## config.mk

```make
export PLATFORM = sky130hd
export DESIGN_NAME = xbus_align_seq
export DESIGN_NICKNAME = d
export VERILOG_FILES = /design/src/rtl/xbus_align_pkg.sv /design/src/rtl/xbus_step_plan.sv /design/src/rtl/xbus_lane_steer.sv /design/src/rtl/xbus_rd_gather.sv /design/src/rtl/xbus_align_seq.sv
export SDC_FILE = /design/constraint.sdc
export NUM_CORES = 1
export LEC_CHECK = 0
export BUFFER_PORTS_ARGS = -buffer_cell sky130_fd_sc_hd__buf_4
export CAP_MARGIN = 5
export CORE_MARGIN = 1
export CORE_UTILIZATION = 45
export CTS_BUF_LIST = sky130_fd_sc_hd__clkbuf_8 sky130_fd_sc_hd__clkbuf_16
export CTS_CLUSTER_SIZE = 25
export DETAILED_ROUTE_END_ITERATION = 6
export PLACE_DENSITY = 0.66
export SYNTH_ARGS = -nofsm -noshare
export SYNTH_HDL_FRONTEND = slang
export SYNTH_HIERARCHICAL = 1
export SYNTH_SLANG_ARGS = --single-unit
```

## constraint.sdc

```tcl
create_clock -name clk -period 2.58 [get_ports clk]
set_input_delay 0.129 -clock clk [delete_from_list [all_inputs] [get_ports clk]]
set_output_delay 0.129 -clock clk [all_outputs]
set_load 0.03 [all_outputs]
```

## src/rtl/xbus_align_pkg.sv

```systemverilog
package xbus_align_pkg;

    localparam int LANE_W  = 8;
    localparam int EXT_W   = 2 * LANE_W;
    localparam int INT_W   = 4 * LANE_W;
    localparam int STEP_W  = 2;

    typedef enum logic [1:0] {
        SZ_BYTE = 2'd0,
        SZ_WORD = 2'd1,
        SZ_LONG = 2'd2,
        SZ_RSVD = 2'd3
    } size_e;

    function automatic size_e norm_size(input logic [1:0] raw);
        size_e s;
        case (raw)
            2'd0:    s = SZ_BYTE;
            2'd1:    s = SZ_WORD;
            default: s = SZ_LONG;
        endcase
        return s;
    endfunction

endpackage

```

## src/rtl/xbus_step_plan.sv

```systemverilog
module xbus_step_plan
    import xbus_align_pkg::*;
#(
    parameter int ADDR_W = 16
) (
    input  size_e                     size_i,
    input  logic                      is8_i,
    input  logic [ADDR_W-1:0]         addr_i,
    output logic [STEP_W-1:0]         last_step_o,
    output logic [ADDR_W-1:0]         start_addr_o
);

    always_comb begin
        last_step_o = '0;
        if (is8_i) begin
            case (size_i)
                SZ_BYTE: last_step_o = STEP_W'(0);
                SZ_WORD: last_step_o = STEP_W'(1);
                default: last_step_o = STEP_W'(3);
            endcase
        end else begin
            case (size_i)
                SZ_BYTE: last_step_o = STEP_W'(0);
                SZ_WORD: last_step_o = STEP_W'(0);
                default: last_step_o = STEP_W'(1);
            endcase
        end
    end

    always_comb begin
        start_addr_o = addr_i;
        if (!is8_i && size_i != SZ_BYTE) begin
            start_addr_o[0] = 1'b0;
        end
    end

endmodule

```

## src/rtl/xbus_lane_steer.sv

```systemverilog
module xbus_lane_steer
    import xbus_align_pkg::*;
(
    input  logic                 active_i,
    input  logic                 write_i,
    input  logic                 is8_i,
    input  size_e                size_i,
    input  logic                 odd_i,
    input  logic [STEP_W-1:0]    step_i,
    input  logic [STEP_W-1:0]    last_step_i,
    input  logic [INT_W-1:0]     wdata_i,
    output logic                 lane_hi_o,
    output logic                 lane_lo_o,
    output logic [EXT_W-1:0]     wdata_o
);

    logic [STEP_W-1:0] part_idx;
    logic [INT_W-1:0]  byte_shift;
    logic [INT_W-1:0]  word_shift;
    logic [LANE_W-1:0] sel_byte;
    logic [EXT_W-1:0]  sel_word;

    // Parts count down from the most significant one.
    assign part_idx   = last_step_i - step_i;
    assign byte_shift = wdata_i >> {part_idx, 3'b000};
    assign word_shift = wdata_i >> {part_idx, 4'b0000};
    assign sel_byte   = byte_shift[LANE_W-1:0];
    assign sel_word   = word_shift[EXT_W-1:0];

    always_comb begin
        lane_hi_o = 1'b0;
        lane_lo_o = 1'b0;
        if (active_i) begin
            if (is8_i) begin
                lane_hi_o = 1'b1;
            end else if (size_i == SZ_BYTE) begin
                lane_hi_o = !odd_i;
                lane_lo_o = odd_i;
            end else begin
                lane_hi_o = 1'b1;
                lane_lo_o = 1'b1;
            end
        end
    end

    always_comb begin
        wdata_o = '0;
        if (active_i && write_i) begin
            if (is8_i) begin
                wdata_o = {sel_byte, {LANE_W{1'b0}}};
            end else if (size_i == SZ_BYTE) begin
                wdata_o = odd_i ? {{LANE_W{1'b0}}, wdata_i[LANE_W-1:0]}
                                : {wdata_i[LANE_W-1:0], {LANE_W{1'b0}}};
            end else begin
                wdata_o = sel_word;
            end
        end
    end

endmodule

```

## src/rtl/xbus_rd_gather.sv

```systemverilog
module xbus_rd_gather
    import xbus_align_pkg::*;
(
    input  logic                 is8_i,
    input  size_e                size_i,
    input  logic                 odd_i,
    input  logic [INT_W-1:0]     acc_i,
    input  logic [EXT_W-1:0]     rdata_i,
    output logic [INT_W-1:0]     acc_o
);

    logic [LANE_W-1:0] byte_in;

    always_comb begin
        if (!is8_i && size_i == SZ_BYTE && odd_i) begin
            byte_in = rdata_i[LANE_W-1:0];
        end else begin
            byte_in = rdata_i[EXT_W-1:LANE_W];
        end
    end

    always_comb begin
        if (is8_i || size_i == SZ_BYTE) begin
            acc_o = {acc_i[INT_W-LANE_W-1:0], byte_in};
        end else begin
            acc_o = {acc_i[INT_W-EXT_W-1:0], rdata_i};
        end
    end

endmodule

```

## src/rtl/xbus_align_seq.sv

```systemverilog
module xbus_align_seq
    import xbus_align_pkg::*;
#(
    parameter int ADDR_W = 16
) (
    input  logic                 clk,
    input  logic                 rst_n,
    input  logic                 req_valid,
    input  logic                 req_write,
    input  logic [1:0]           req_size,
    input  logic [ADDR_W-1:0]    req_addr,
    input  logic [INT_W-1:0]     req_wdata,
    input  logic                 area_8bit,
    output logic                 busy,
    output logic                 done,
    output logic [INT_W-1:0]     rd_data,
    output logic                 ext_cyc,
    output logic                 ext_we,
    output logic [ADDR_W-1:0]    ext_addr,
    output logic [EXT_W-1:0]     ext_wdata,
    output logic                 ext_lane_hi,
    output logic                 ext_lane_lo,
    input  logic [EXT_W-1:0]     ext_rdata,
    input  logic                 ext_ack
);

    typedef struct packed {
        logic               busy;
        logic               done;
        logic               wr;
        logic               is8;
        size_e              size;
        logic               odd;
        logic [ADDR_W-1:0]  addr;
        logic [STEP_W-1:0]  step;
        logic [STEP_W-1:0]  last;
        logic [INT_W-1:0]   wdata;
        logic [INT_W-1:0]   acc;
    } seq_state_t;

    seq_state_t state_d, state_q;

    size_e              req_size_n;
    logic [STEP_W-1:0]  plan_last;
    logic [ADDR_W-1:0]  plan_start;
    logic [INT_W-1:0]   acc_next;
    logic               final_step;

    assign req_size_n = norm_size(req_size);
    assign final_step = (state_q.step == state_q.last);

    xbus_step_plan #(.ADDR_W(ADDR_W)) plan_i (
        .size_i       (req_size_n),
        .is8_i        (area_8bit),
        .addr_i       (req_addr),
        .last_step_o  (plan_last),
        .start_addr_o (plan_start)
    );

    xbus_lane_steer steer_i (
        .active_i    (state_q.busy),
        .write_i     (state_q.wr),
        .is8_i       (state_q.is8),
        .size_i      (state_q.size),
        .odd_i       (state_q.odd),
        .step_i      (state_q.step),
        .last_step_i (state_q.last),
        .wdata_i     (state_q.wdata),
        .lane_hi_o   (ext_lane_hi),
        .lane_lo_o   (ext_lane_lo),
        .wdata_o     (ext_wdata)
    );

    xbus_rd_gather gather_i (
        .is8_i   (state_q.is8),
        .size_i  (state_q.size),
        .odd_i   (state_q.odd),
        .acc_i   (state_q.acc),
        .rdata_i (ext_rdata),
        .acc_o   (acc_next)
    );

    always_comb begin
        state_d      = state_q;
        state_d.done = 1'b0;
        if (!state_q.busy) begin
            if (req_valid) begin
                state_d.busy  = 1'b1;
                state_d.wr    = req_write;
                state_d.is8   = area_8bit;
                state_d.size  = req_size_n;
                state_d.odd   = req_addr[0];
                state_d.addr  = plan_start;
                state_d.step  = '0;
                state_d.last  = plan_last;
                state_d.wdata = req_write ? req_wdata : '0;
                state_d.acc   = '0;
            end
        end else if (ext_ack) begin
            if (!state_q.wr) begin
                state_d.acc = acc_next;
            end
            if (final_step) begin
                state_d.busy = 1'b0;
                state_d.done = 1'b1;
            end else begin
                state_d.step = state_q.step + STEP_W'(1);
                state_d.addr = state_q.addr + (state_q.is8 ? ADDR_W'(1) : ADDR_W'(2));
            end
        end
    end

    always_ff @(posedge clk) begin
        if (!rst_n) begin
            state_q      <= '0;
            state_q.size <= SZ_BYTE;
        end else begin
            state_q <= state_d;
        end
    end

    assign busy     = state_q.busy;
    assign done     = state_q.done;
    assign rd_data  = state_q.acc;
    assign ext_cyc  = state_q.busy;
    assign ext_we   = state_q.busy && state_q.wr;
    assign ext_addr = state_q.addr;

    // an 8-bit area only ever uses the upper lane
    a_r2_upper_only: assert property (@(posedge clk) disable iff (!rst_n)
        (state_q.busy && state_q.is8) |-> (ext_lane_hi && !ext_lane_lo && ext_wdata[LANE_W-1:0] == '0));

    // a byte in a 16-bit area uses exactly one lane, wider sizes use both
    a_r6_byte_one_lane: assert property (@(posedge clk) disable iff (!rst_n)
        (state_q.busy && !state_q.is8 && state_q.size == SZ_BYTE) |-> $onehot({ext_lane_hi, ext_lane_lo}));
    a_r6_wide_both_lanes: assert property (@(posedge clk) disable iff (!rst_n)
        (state_q.busy && !state_q.is8 && state_q.size != SZ_BYTE) |-> (ext_lane_hi && ext_lane_lo));

    // address step between external cycles
    a_r5_addr_advance: assert property (@(posedge clk) disable iff (!rst_n)
        (state_q.busy && ext_ack && !final_step) |=>
        (ext_addr == $past(ext_addr) + ($past(state_q.is8) ? ADDR_W'(1) : ADDR_W'(2))));

    // the external cycle holds while unacknowledged
    a_r9_hold: assert property (@(posedge clk) disable iff (!rst_n)
        (state_q.busy && !ext_ack) |=> (busy && $stable(ext_addr) && $stable(ext_wdata)
                                        && $stable(ext_lane_hi) && $stable(ext_lane_lo)));

    // done is a single pulse, and nothing is on the bus while idle
    a_r10_done_single: assert property (@(posedge clk) disable iff (!rst_n)
        done |=> !done);
    a_r10_idle_lanes: assert property (@(posedge clk) disable iff (!rst_n)
        !ext_cyc |-> (!ext_lane_hi && !ext_lane_lo && ext_wdata == '0));

    // the last acknowledge releases busy and raises done
    a_r8_release: assert property (@(posedge clk) disable iff (!rst_n)
        (state_q.busy && ext_ack && final_step) |=> (!busy && done));

endmodule

```

### Word level (Yosys, flattened, before mapping)

Index checks and enable logic that the tools add are counted.

* register bits after elaboration: 91
* bits in read-only memories: 0
* latch bits: 0
* memories kept: 0
* RAM bits: 0
* input bits: 72

* $add $sub $neg: 3
* equality and inequality tests: 6
* order comparisons: 0
* shifts and indexed selects: 2
* reduce and logical (&&, ||, !) cells: 18
* multipliers: 0
* divide/modulo/power cells: 0
* muxes and demuxes: 30
* bitwise logic cells: 1

Operators by type and width (number)
* two-way mux 32 bit: 5
* two-way mux 84 bit: 1
* two-way mux 16 bit: 4
* two-way mux 18 bit: 3
* >> shifter 32 x 5 -> 8 bit: 1
* >> shifter 32 x 6 -> 16 bit: 1
* adder 16 x 2 -> 16 bit: 1
* two-way mux 1 bit: 10
* AND reduction 3 bit: 3
* two-way mux 2 bit: 4
* two-way mux 8 bit: 1
* case mux 2 bit (2 select lines): 2
* logical NOT 2 bit: 3
* inequality test 2 bit (second input constant): 3
* equality test 2 x 1 -> 1 bit (second input constant): 2
* logical AND 1 bit: 4
* nonzero test 2 bit: 2
* logical NOT 1 bit: 3
* adder 2 x 1 -> 2 bit (second input constant): 1
* equality test 2 bit: 1
* AND reduction 2 bit: 1
* OR reduction 2 bit: 1
* subtractor 2 bit: 1
* logical OR 1 bit: 1
* inverter 1 bit: 1

### Logic depth before layout (Yosys ltp)

Gate-level depths: netlist of run 1.

* word-level depth: 8
* gate-level depth with buffers: 7

### Hierarchy

The synthesis of run 1 kept the hierarchy.

By module, submodules not included
* xbus_align_seq: cells an instance 526, area an instance 4232.8 µm², seq. area each 1821.7 µm², times used 1
* xbus_lane_steer: cells an instance 99, area an instance 779.5 µm², seq. area each 0.0 µm², times used 1
* xbus_rd_gather: cells an instance 63, area an instance 601.8 µm², seq. area each 0.0 µm², times used 1
* xbus_step_plan: cells an instance 19, area an instance 140.1 µm², seq. area each 0.0 µm², times used 1

### Worst setup path after synthesis of run 1

No wires, ideal clock.

* path type: register to output
* start point: reg state_q[64] (netlist bit)
* end point: out ext_wdata[10]
* data required time: 2451 ps
* arrival time: 2189 ps
* path buffers: 1
* cell stages (with the launch flop): 7
* slack: 262 ps
* path through: dfxtp_1 -> inv_1 -> ha_1 -> clkbuf_1 -> mux2_2 -> nand3_1 -> a222oi_1

* longest elaborated chain between the ends: 5
* elaborated cells on any way between the ends: 6
* those cells by class: 1 x add/sub; 2 x shift; 3 x mux

RTL lines
* from (decl): line xbus_align_seq.sv:41 `seq_state_t state_d, state_q;`
* from (signal assigned): line xbus_align_seq.sv:118 `state_q <= state_d;`
* subtractor 2 bit *: line xbus_lane_steer.sv:24 `assign part_idx = last_step_i - step_i;`
* >> shifter 32 x 6 -> 16 bit: line xbus_lane_steer.sv:26 `assign word_shift = wdata_i >> {part_idx, 4'b0000};`
* two-way mux 16 bit: line xbus_lane_steer.sv:51 `end else if (size_i == SZ_BYTE) begin`
* two-way mux 16 bit *: line xbus_lane_steer.sv:49 `if (is8_i) begin`
* two-way mux 16 bit *: line xbus_lane_steer.sv:48 `if (active_i && write_i) begin`
* to (decl): line xbus_align_seq.sv:20 `output logic [EXT_W-1:0] ext_wdata,`

Every way passes the cells marked *; elsewhere a longest branch is shown, timed or not.

### Worst setup path in the final report of run 1

* start point: reg state_q[66] (netlist bit)
* end point: out ext_wdata[11]

The elaborated chain is that of the path after synthesis.

==> results.cfg, run 1 <==
[status]
status = completed

[detailed_routing]
vias_per_cell = 5.67
routedWlPerCell_um = 17.1
first_iter_violations = 462
first_pass_iters = 6
drt-total-wl_um = 15800
dr_total_vias = 5226
drcViolationCount = 0
drtAntennaViolNets = 0

[setup_path]
path_cells = ha_2 -> xnor3_1 -> buf_6 -> mux2i_1 -> a222oi_1 -> buf_4
crit_required_ns = 2.45
worstSetupPathType = reg -> out
cp-start-kind = register
rrSetupSlack_ns = 0.56
slowest_stage = dfxtp_1
path_buf_inv = 2
crit_fanout = 26
critical-path-max-stage-delay_ns = 0.47
path_delay_family = flip-flops
r2r_start = ext_addr[0]
worst-path-stages = 6
r2r_end = ext_addr[10]
end_kind = output pin
critPathLaunch = state_q[66]
crit_arrival_ns = 2.33
worst_r2r_path_depth = 6
endpoint = ext_wdata[11]

[sta]
finalHoldViolCount = 0
fin_setup_tns_ns = 0
post-route-period-util_pct = 95.3
tightest_slew_ns = 0.701
post-route-min-period_ns = 2.46
fin_skew_ns = 0.00581
maxSlewViolCount = 0
fin_ws_ns = 0.121
fmax_mhz = 407
slew_headroom_pct = 53.2
setup_viol = 0

[logic_synthesis]
dominantRegCellSynth = dfxtp_1
postSynthAreaPerCell_um2 = 8.14
synth_async_sr_flop_share_pct = 0
yosysWarnings = 6
synth_seq_cells = 91
synth_cell_types = 72
syn_nets = 783
yosysSeqAreaShare_pct = 31.7
syn_inst = 707
synth_edf_count = 0
synth_area_mm2 = 0.00575

[cells_and_area]
utilization_pct = 54.3
area_growth_pct = 15.6
layout_commonest_cell = buf_4
nets = 824
final_cell_mix = 152 x buf_4, 105 x nand2_1, 90 x dfxtp_1
num_antenna_cells = 0
post-route-cell-area_mm2 = 0.00665
final_layout_size_suffix_gt1_share_pct = 29.9

[floorplanning]
num_rows = 40
ios = 142
die_area_mm2 = 0.0132
die_w_um = 115
start_util_pct = 46.9
die_y_um = 115
core_mm2 = 0.0123

[power]
clkPwrFrac_pct = 36.9
vdd_drop_max_mv = 0.305
seqPwrFrac_pct = 45.1
p_int_uw = 2370
power.leakage_uw = 0.00271
power.switching_uw = 1020
p_per_area_mw_per_mm2 = 509
p_comb_share_pct = 18.0
swShare_pct = 30.0

[hold_path]
worstHoldPathType = in -> reg

[placed_design]
numPortBuffers = 141
gp_congestion = 0.836
hpwl_um = 11100
dp_slack_ns = 0.408
post_dp_cell_area_mm2 = 0.00636

[grt]
antenna_found_initial = 0
grt_pass1_wl_um = 24900
overflow = 0
first_global_vias = 4884
grt_max_degree = 54
grt_usage_pct = 24.0

[clock_tree]
clock_sinks = 91
cts_buffers = 9
cts_buffer_depth = 2
worstSkewPairLatency_ns = 0.35
cts-resized-gates = 0
tritoncts = built
clockRootBuffer = clkbuf_16
path_clk_slew_ns = 0.07
htreeDepth = 3
postCtsSetupBuffers = 0
cts.hold.buffers_added = 0

[job]
drv_cap = 0
## kinds of logic (layout without fill, tap and decap cells)
group,Yosys count,after routing,share of synthesized area [%]
and+or+nand+nor,259,259,23.0
AOI/OAI and AO/OA,168,168,19.2
buffers and inverters,131,177,14.1
DFF,91,91,31.7
muxes,49,49,9.87
xor gates and xnor gates,5,5,1.13
adders and majority gates,4,4,1.00
## cells in the mapped netlist (8+ instances only)
cell type | number | area share (%)
a21oi_1 | 82 | 7.1
a222oi_1 | 8 | 1.4
buf_2 | 13 | 1.1
buf_4 | 68 | 8.9
clkbuf_1 | 34 | 2.2
dfxtp_1 | 91 | 32
mux2_2 | 22 | 4.3
mux2_4 | 10 | 2.6
mux2i_1 | 17 | 3.0
nand2_1 | 105 | 6.8
nand2b_1 | 12 | 1.3
nand3_1 | 78 | 6.8
nor2_1 | 11 | 0.72
nor4b_1 | 8 | 1.2
o211ai_1 | 11 | 1.4
o21ai_0 | 14 | 1.2
o2bb2ai_1 | 8 | 1.2
or4b_1 | 8 | 1.4
## routing by layer
layer / up-vias / share of wire (%) / track usage [%]
li1: 2563 / - / -
met1: 2458 / 46 / 32.0
met2: 186 / 48 / 39.8
met3: 19 / 5.1 / 3.80
met4: 0 / 1.5 / 7.88
met5: - / 0 / 0
## per-stage QoR
| step | instances | total power [uW] | hold slack (ns) |
|---|---|---|---|
| detailed placement | 905 | 2160 | 0.384 |
| floorplan | 707 | 1980 | 0.265 |
| global placement | 905 | 2150 | 0.373 |
| finish | 921 | 3390 | 0.0348 |
| global route | 921 | 3530 | 0.0560 |
| CTS | 921 | 3410 | 0.0231 |
## layout make-up
type                       instances  area (um^2)
fill                            1151         5610
timing repair buffer             154         1170
multi-input combinational        485         3140
clock inverter                     7         52.6
inverter                           7         26.3
clock buffer                       9          225
tap                              168          210
sequential                        91         1820
## flip-flops by register name, indices dropped and copies added, names as in the netlist
signal,flops
state_q,41
rd_data,32
ext_addr,16
done,1
busy,1
## worst min-delay path by stage
stage / from / to / slack (ns) / cells past startpoint
4_1_cts: req_addr[9] / ext_addr[9] / 0.02 / 3
6_report: req_addr[9] / ext_addr[9] / 0.03 / 3
5_1_grt: req_addr[9] / ext_addr[9] / 0.06 / 3
3_3_place_gp: req_addr[9] / ext_addr[9] / 0.37 / 3
2_1_floorplan: req_size[1] / state_q[86] / 0.26 / 2
3_5_place_dp: req_addr[9] / ext_addr[9] / 0.38 / 3
## power groups by stage
stage,combinational [uW],clock [uW],sequential (uW)
after floorplan,457,0,1530
after global placement,593,0,1560
after detailed placement,605,0,1560
after CTS,608,1280,1530
after global routing,663,1330,1540
final,610,1250,1530
## tightest hold or removal path, stage by stage
cell     delay [ns]
buf_4          0.08
nand3_1        0.07
o21ai_1        0.07
No activity file was read; power rests on OpenSTA's default activity.
==> run 2, diff against run 1 <==
--- a/config.mk
+++ b/config.mk
@@ -12,6 +12,7 @@
 export CTS_BUF_LIST = sky130_fd_sc_hd__clkbuf_8 sky130_fd_sc_hd__clkbuf_16
 export CTS_CLUSTER_SIZE = 25
 export DETAILED_ROUTE_END_ITERATION = 6
+export GPL_ROUTABILITY_DRIVEN = 0
 export PLACE_DENSITY = 0.66
 export SYNTH_ARGS = -nofsm -noshare
 export SYNTH_HDL_FRONTEND = slang
==> constraint.sdc (replaced) <==
create_clock -name clk -period 3.1 [get_ports clk]
set_input_delay 0.155 -clock clk [delete_from_list [all_inputs] [get_ports clk]]
set_output_delay 0.155 -clock clk [all_outputs]
set_load 0.03 [all_outputs]
==> run 2 against run 1 <==
Net effect: count of clock-buffer cells in the layout did not move; clock power fell by 18%; global-route usage fell by 0.23 points; flip-flop and latch count did not move; largest power group unchanged; highest routed layer unchanged.
==> results.cfg, run 2 (synthesized netlist as in run 1, its figures left out) <==
[status]
status = completed

[clock_tree]
tritoncts = built
cts_buffers = 9
cts-resized-gates = 0
worstSkewPairLatency_ns = 0.35
postCtsSetupBuffers = 0
cts_buffer_depth = 2
clock_sinks = 91
cts.hold.buffers_added = 0
clockRootBuffer = clkbuf_16
htreeDepth = 3
path_clk_slew_ns = 0.06

[setup_path]
path_buf_inv = 2
crit_arrival_ns = 2.44
critical-path-max-stage-delay_ns = 0.60
r2r_start = ext_addr[0]
path_cells = xnor3_1 -> buf_4 -> a31oi_1 -> o2bb2ai_1 -> buf_4
crit_required_ns = 2.94
worstSetupPathType = reg -> out
end_kind = output pin
endpoint = ext_wdata[6]
worst-path-stages = 5
crit_fanout = 26
cp_common_cell = buf_4
critPathLaunch = state_q[67]
r2r_end = ext_addr[14]
worst_r2r_path_depth = 6
slowest_stage = a31oi_1
path_delay_family = compound AO/OA/AOI/OAI gates
rrSetupSlack_ns = 1.02
cp-start-kind = register

[power]
clkPwrFrac_pct = 36.5
p_comb_share_pct = 17.8
seqPwrFrac_pct = 45.7
p_per_area_mw_per_mm2 = 423
swShare_pct = 29.6
vdd_drop_max_mv = 0.212
power.switching_uw = 824
power.leakage_uw = 0.00268
p_int_uw = 1960

[detailed_routing]
vias_per_cell = 5.73
drcViolationCount = 0
routedWlPerCell_um = 17.0
drt-total-wl_um = 15600
dr_total_vias = 5255
first_pass_iters = 7
drtAntennaViolNets = 0
first_iter_violations = 411

[floorplanning]
die_area_mm2 = 0.0132
ios = 142
core_mm2 = 0.0123
die_w_um = 115
start_util_pct = 46.9
num_rows = 40
die_y_um = 115

[placed_design]
post_dp_cell_area_mm2 = 0.00632
numPortBuffers = 141
hpwl_um = 10900

[cells_and_area]
top_register = state_q
post-route-cell-area_mm2 = 0.00659
final_layout_size_suffix_gt1_share_pct = 29.1
nets = 820
area_growth_pct = 14.5
num_antenna_cells = 0
largest_reg_flops = 41
layout_commonest_cell = buf_4
final_cell_mix = 150 x buf_4, 105 x nand2_1, 90 x dfxtp_1

[sta]
fin_setup_tns_ns = 0
rsz0062_at_grt = false
finalHoldViolCount = 0
fin_skew_ns = 0.00876
slew_headroom_pct = 44.3
post-route-min-period_ns = 2.59
tightest_slew_ns = 0.833
fmax_mhz = 385
setup_viol = 0
maxSlewViolCount = 0
post-route-period-util_pct = 83.7
holdWs_ns = 0.0528

[grt]
grt_max_degree = 44
grt_usage_pct = 23.8
overflow = 0
first_global_vias = 4884
antenna_found_initial = 0
grt_pass1_wl_um = 24700

[job]
drv_cap = 0

[hold_path]
worstHoldPathType = in -> reg
[run 2: changes by cell type in the layout (fill, tap and decap cells not counted), sizes merged]
| cell | before | now |
|---|---|---|
| buf | 154 | 150 |
| clkinv | 4 | 3 |
| inv | 9 | 10 |
[run 2: tightest hold or removal path, delay by kind of cell]
kind,cells,cell delay (ns)
buffers and inverters,1,0.08
AO/OA/AOI/OAI,1,0.07
AND/OR/NAND/NOR,1,0.06
[run 2: worst min path at each step]
stage / from / endpoint / slack, ns / depth (start not counted)
5_1_grt: req_addr[9] / ext_addr[9] / 0.08 / 3
6_report: req_addr[9] / ext_addr[9] / 0.05 / 3
2_1_floorplan: req_size[1] / state_q[86] / 0.29 / 2
3_5_place_dp: req_addr[9] / ext_addr[9] / 0.40 / 3
3_3_place_gp: req_addr[9] / ext_addr[9] / 0.40 / 3
4_1_cts: req_addr[9] / ext_addr[9] / 0.04 / 3
[run 2: layout make-up]
| cell class | instances | area (um^2) |
|---|---|---|
| Clock buffer | 9 | 225 |
| Tap cell | 168 | 210 |
| Inverter | 7 | 26.3 |
| Sequential cell | 91 | 1820 |
| Fill cell | 1191 | 5670 |
| Multi-Input combinational cell | 485 | 3140 |
| Timing Repair Buffer | 150 | 1130 |
| Clock inverter | 7 | 43.8 |
[run 2: metrics by stage]
step	utilization [%]	total power [uW]	setup slack (ns)	cells
finish	53.7	2780	0.505	917
global route	53.7	2920	0.283	917
CTS	53.7	2820	0.518	917
detailed placement	51.6	1790	0.895	901
global placement	51.6	1780	1.00	901
floorplan	-	1650	0.756	707
[run 2: metal layers]
layer	global-route usage (%)	vias to the layer above	part of all wire, %
li1	-	2552	-
met1	31.5	2477	45
met2	38.3	200	47
met3	4.01	26	6.1
met4	10.2	0	2.2
met5	0	-	0
[run 2: power groups by stage]
| stage | clock network [uW] | registers, uW | logic (uW) |
|---|---|---|---|
| final | 1020 | 1270 | 495 |
| after global routing | 1100 | 1280 | 538 |
| after CTS | 1060 | 1270 | 495 |
| after detailed placement | 0 | 1300 | 493 |
| after global placement | 0 | 1300 | 484 |
| after floorplan | 0 | 1270 | 380 |
==> run 3, diff against run 2 <==
==> constraint.sdc (replaced) <==
create_clock -name clk -period 2.49 [get_ports clk]
set_input_delay 0.1245 -clock clk [delete_from_list [all_inputs] [get_ports clk]]
set_output_delay 0.1245 -clock clk [all_outputs]
set_load 0.03 [all_outputs]
==> run 3 against run 2 <==
Net effect: via count is 0.97% higher; flip-flop and latch count unchanged; first-iteration DRC count is 31% higher; utilization grew 1.1 points; clock skew decreased by 0.0017 ns; wire length up 1.1%; clock power up 46%; sequential power rose by 24%; total power up 33%; setup slack worse by 0.41 ns; combinational power grew 28%.
==> results.cfg, run 3 (synthesized netlist as in run 1, its figures left out) <==
[grt]
grt_max_degree = 45
grt_pass1_wl_um = 25400
overflow = 0
antenna_found_initial = 0
first_global_vias = 4983
grt_usage_pct = 24.6

[floorplanning]
die_area_mm2 = 0.0132
core_mm2 = 0.0123
die_y_um = 115
num_rows = 40
die_w_um = 115
start_util_pct = 46.9
ios = 142

[clock_tree]
path_clk_slew_ns = 0.06
htreeDepth = 3
cts_buffer_depth = 2
clock_sinks = 91
cts_buffers = 9
clockRootBuffer = clkbuf_16
worstSkewPairLatency_ns = 0.35
tritoncts = built

[sta]
maxSlewViolCount = 0
rsz0062_at_grt = false
tightest_slew_ns = 0.831
fin_setup_tns_ns = 0
finalHoldViolCount = 0
post-route-period-util_pct = 96.3
post-route-min-period_ns = 2.40
setup_viol = 0
slew_headroom_pct = 44.5
fmax_mhz = 417
fin_skew_ns = 0.00703

[cells_and_area]
layout_commonest_cell = buf_4
area_growth_pct = 16.9
top_register = state_q
largest_reg_flops = 41
nets = 827
final_layout_size_suffix_gt1_share_pct = 30.4
final_cells = 924
final_cell_mix = 155 x buf_4, 105 x nand2_1, 87 x dfxtp_1
utilization_pct = 54.9
num_antenna_cells = 0

[power]
p_per_area_mw_per_mm2 = 551
power.switching_uw = 1020
swShare_pct = 27.6
seqPwrFrac_pct = 42.7
clkPwrFrac_pct = 40.1
p_int_uw = 2680
vdd_drop_max_mv = 0.386
power.leakage_uw = 0.00274
p_comb_share_pct = 17.1

[placed_design]
numPortBuffers = 141
dp.cells = 907
hpwl_um = 11100

[setup_path]
crit_required_ns = 2.37
crit_arrival_ns = 2.27
end_kind = output pin
critical-path-max-stage-delay_ns = 0.47
crit_fanout = 26
path_cells = ha_2 -> xnor3_1 -> buf_12 -> mux2i_1 -> a222oi_1 -> buf_4
cp-start-kind = register
slowest_stage = a222oi_1
worstSetupPathType = reg -> out

[detailed_routing]
dr_total_vias = 5306
routedWlPerCell_um = 17.1
vias_per_cell = 5.74
first_pass_iters = 5
drcViolationCount = 0
drt-total-wl_um = 15800
first_iter_violations = 538
drtAntennaViolNets = 0

[job]
drv_cap = 0

[hold_path]
worstHoldPathType = in -> reg

[status]
status = completed
## run 3: cell types whose count changed in the layout (fill, tap and decap cells not counted), sizes merged
cell and change:
clkbuf +1, bufinv +2, clkinvlp +1, dlygate4sd3 +1, buf +6, clkinv -1
inv -3
## run 3: area by class of cell
type / count / area [um^2]
inverters: 7 / 26.3
multi-input cells: 485 / 3140
fillers: 1193 / 5530
clock inverters: 6 / 88.8
clock buffers: 10 / 239
repair buffers: 157 / 1190
flip-flops and latches: 91 / 1830
well taps: 168 / 210
## run 3: repair_timing
item                                   4_1_cts  5_1_grt
resized for setup                            2        3
pin swaps                                    1        1
endpoints found under the hold margin        1        0
hold buffers                                 1        0
buffers inserted                             0        0
setup endpoints to repair                    6        6
## run 3: final timing paths
| check | start | endpoint | slack [ns] | cells after the start |
|---|---|---|---|---|
| min | req_addr[0] | state_q[84] | 0.04 | 3 |
| max reg2reg | ext_addr[0] | ext_addr[14] | 0.51 | 6 |
| min reg2reg | rd_data[31] | rd_data[31] | 0.45 | 2 |
| max | state_q[66] | ext_wdata[15] | 0.09 | 6 |
## run 3: worst max-delay path: cells and delay by family (launching register included)
kind	cells	cell delay [ns]
flip-flops	1	0.40
multiplexers	1	0.13
AO/OA/AOI/OAI	1	0.47
XOR/XNOR	1	0.27
buffers and inverters	2	0.45
adder cells (fa/ha/maj)	1	0.20
## run 3: metrics by stage
stage / total power [uW] / instance area [um^2] / setup slack (ns) / hold WS (ns)
3_3_place_gp: 2230 / 6380 / 0.457 / 0.374
2_1_floorplan: 2060 / 5750 / 0.176 / 0.260
4_1_cts: 3750 / 6730 / 0.0132 / 0.0164
5_1_grt: 3860 / 6730 / 0.0173 / 0.0253
3_5_place_dp: 2240 / 6380 / 0.340 / 0.369
6_report: 3710 / 6730 / 0.0931 / 0.0354
## run 3: layer usage
metal  vias to the layer above  GRT usage, %  share of wire, %
li1                       2571             -                 -
met1                      2478          31.9                42
met2                       219          39.8                48
met3                        38          5.22               7.2
met4                         0          10.0               2.3
met5                         -             0                 0
## run 3: power groups by stage
stage	Combinational [uW]	Sequential (uW)	Clock [uW]
5_1_grt	692	1590	1580
2_1_floorplan	473	1580	0
6_report	634	1580	1490
4_1_cts	634	1580	1530
3_3_place_gp	615	1610	0
3_5_place_dp	629	1610	0
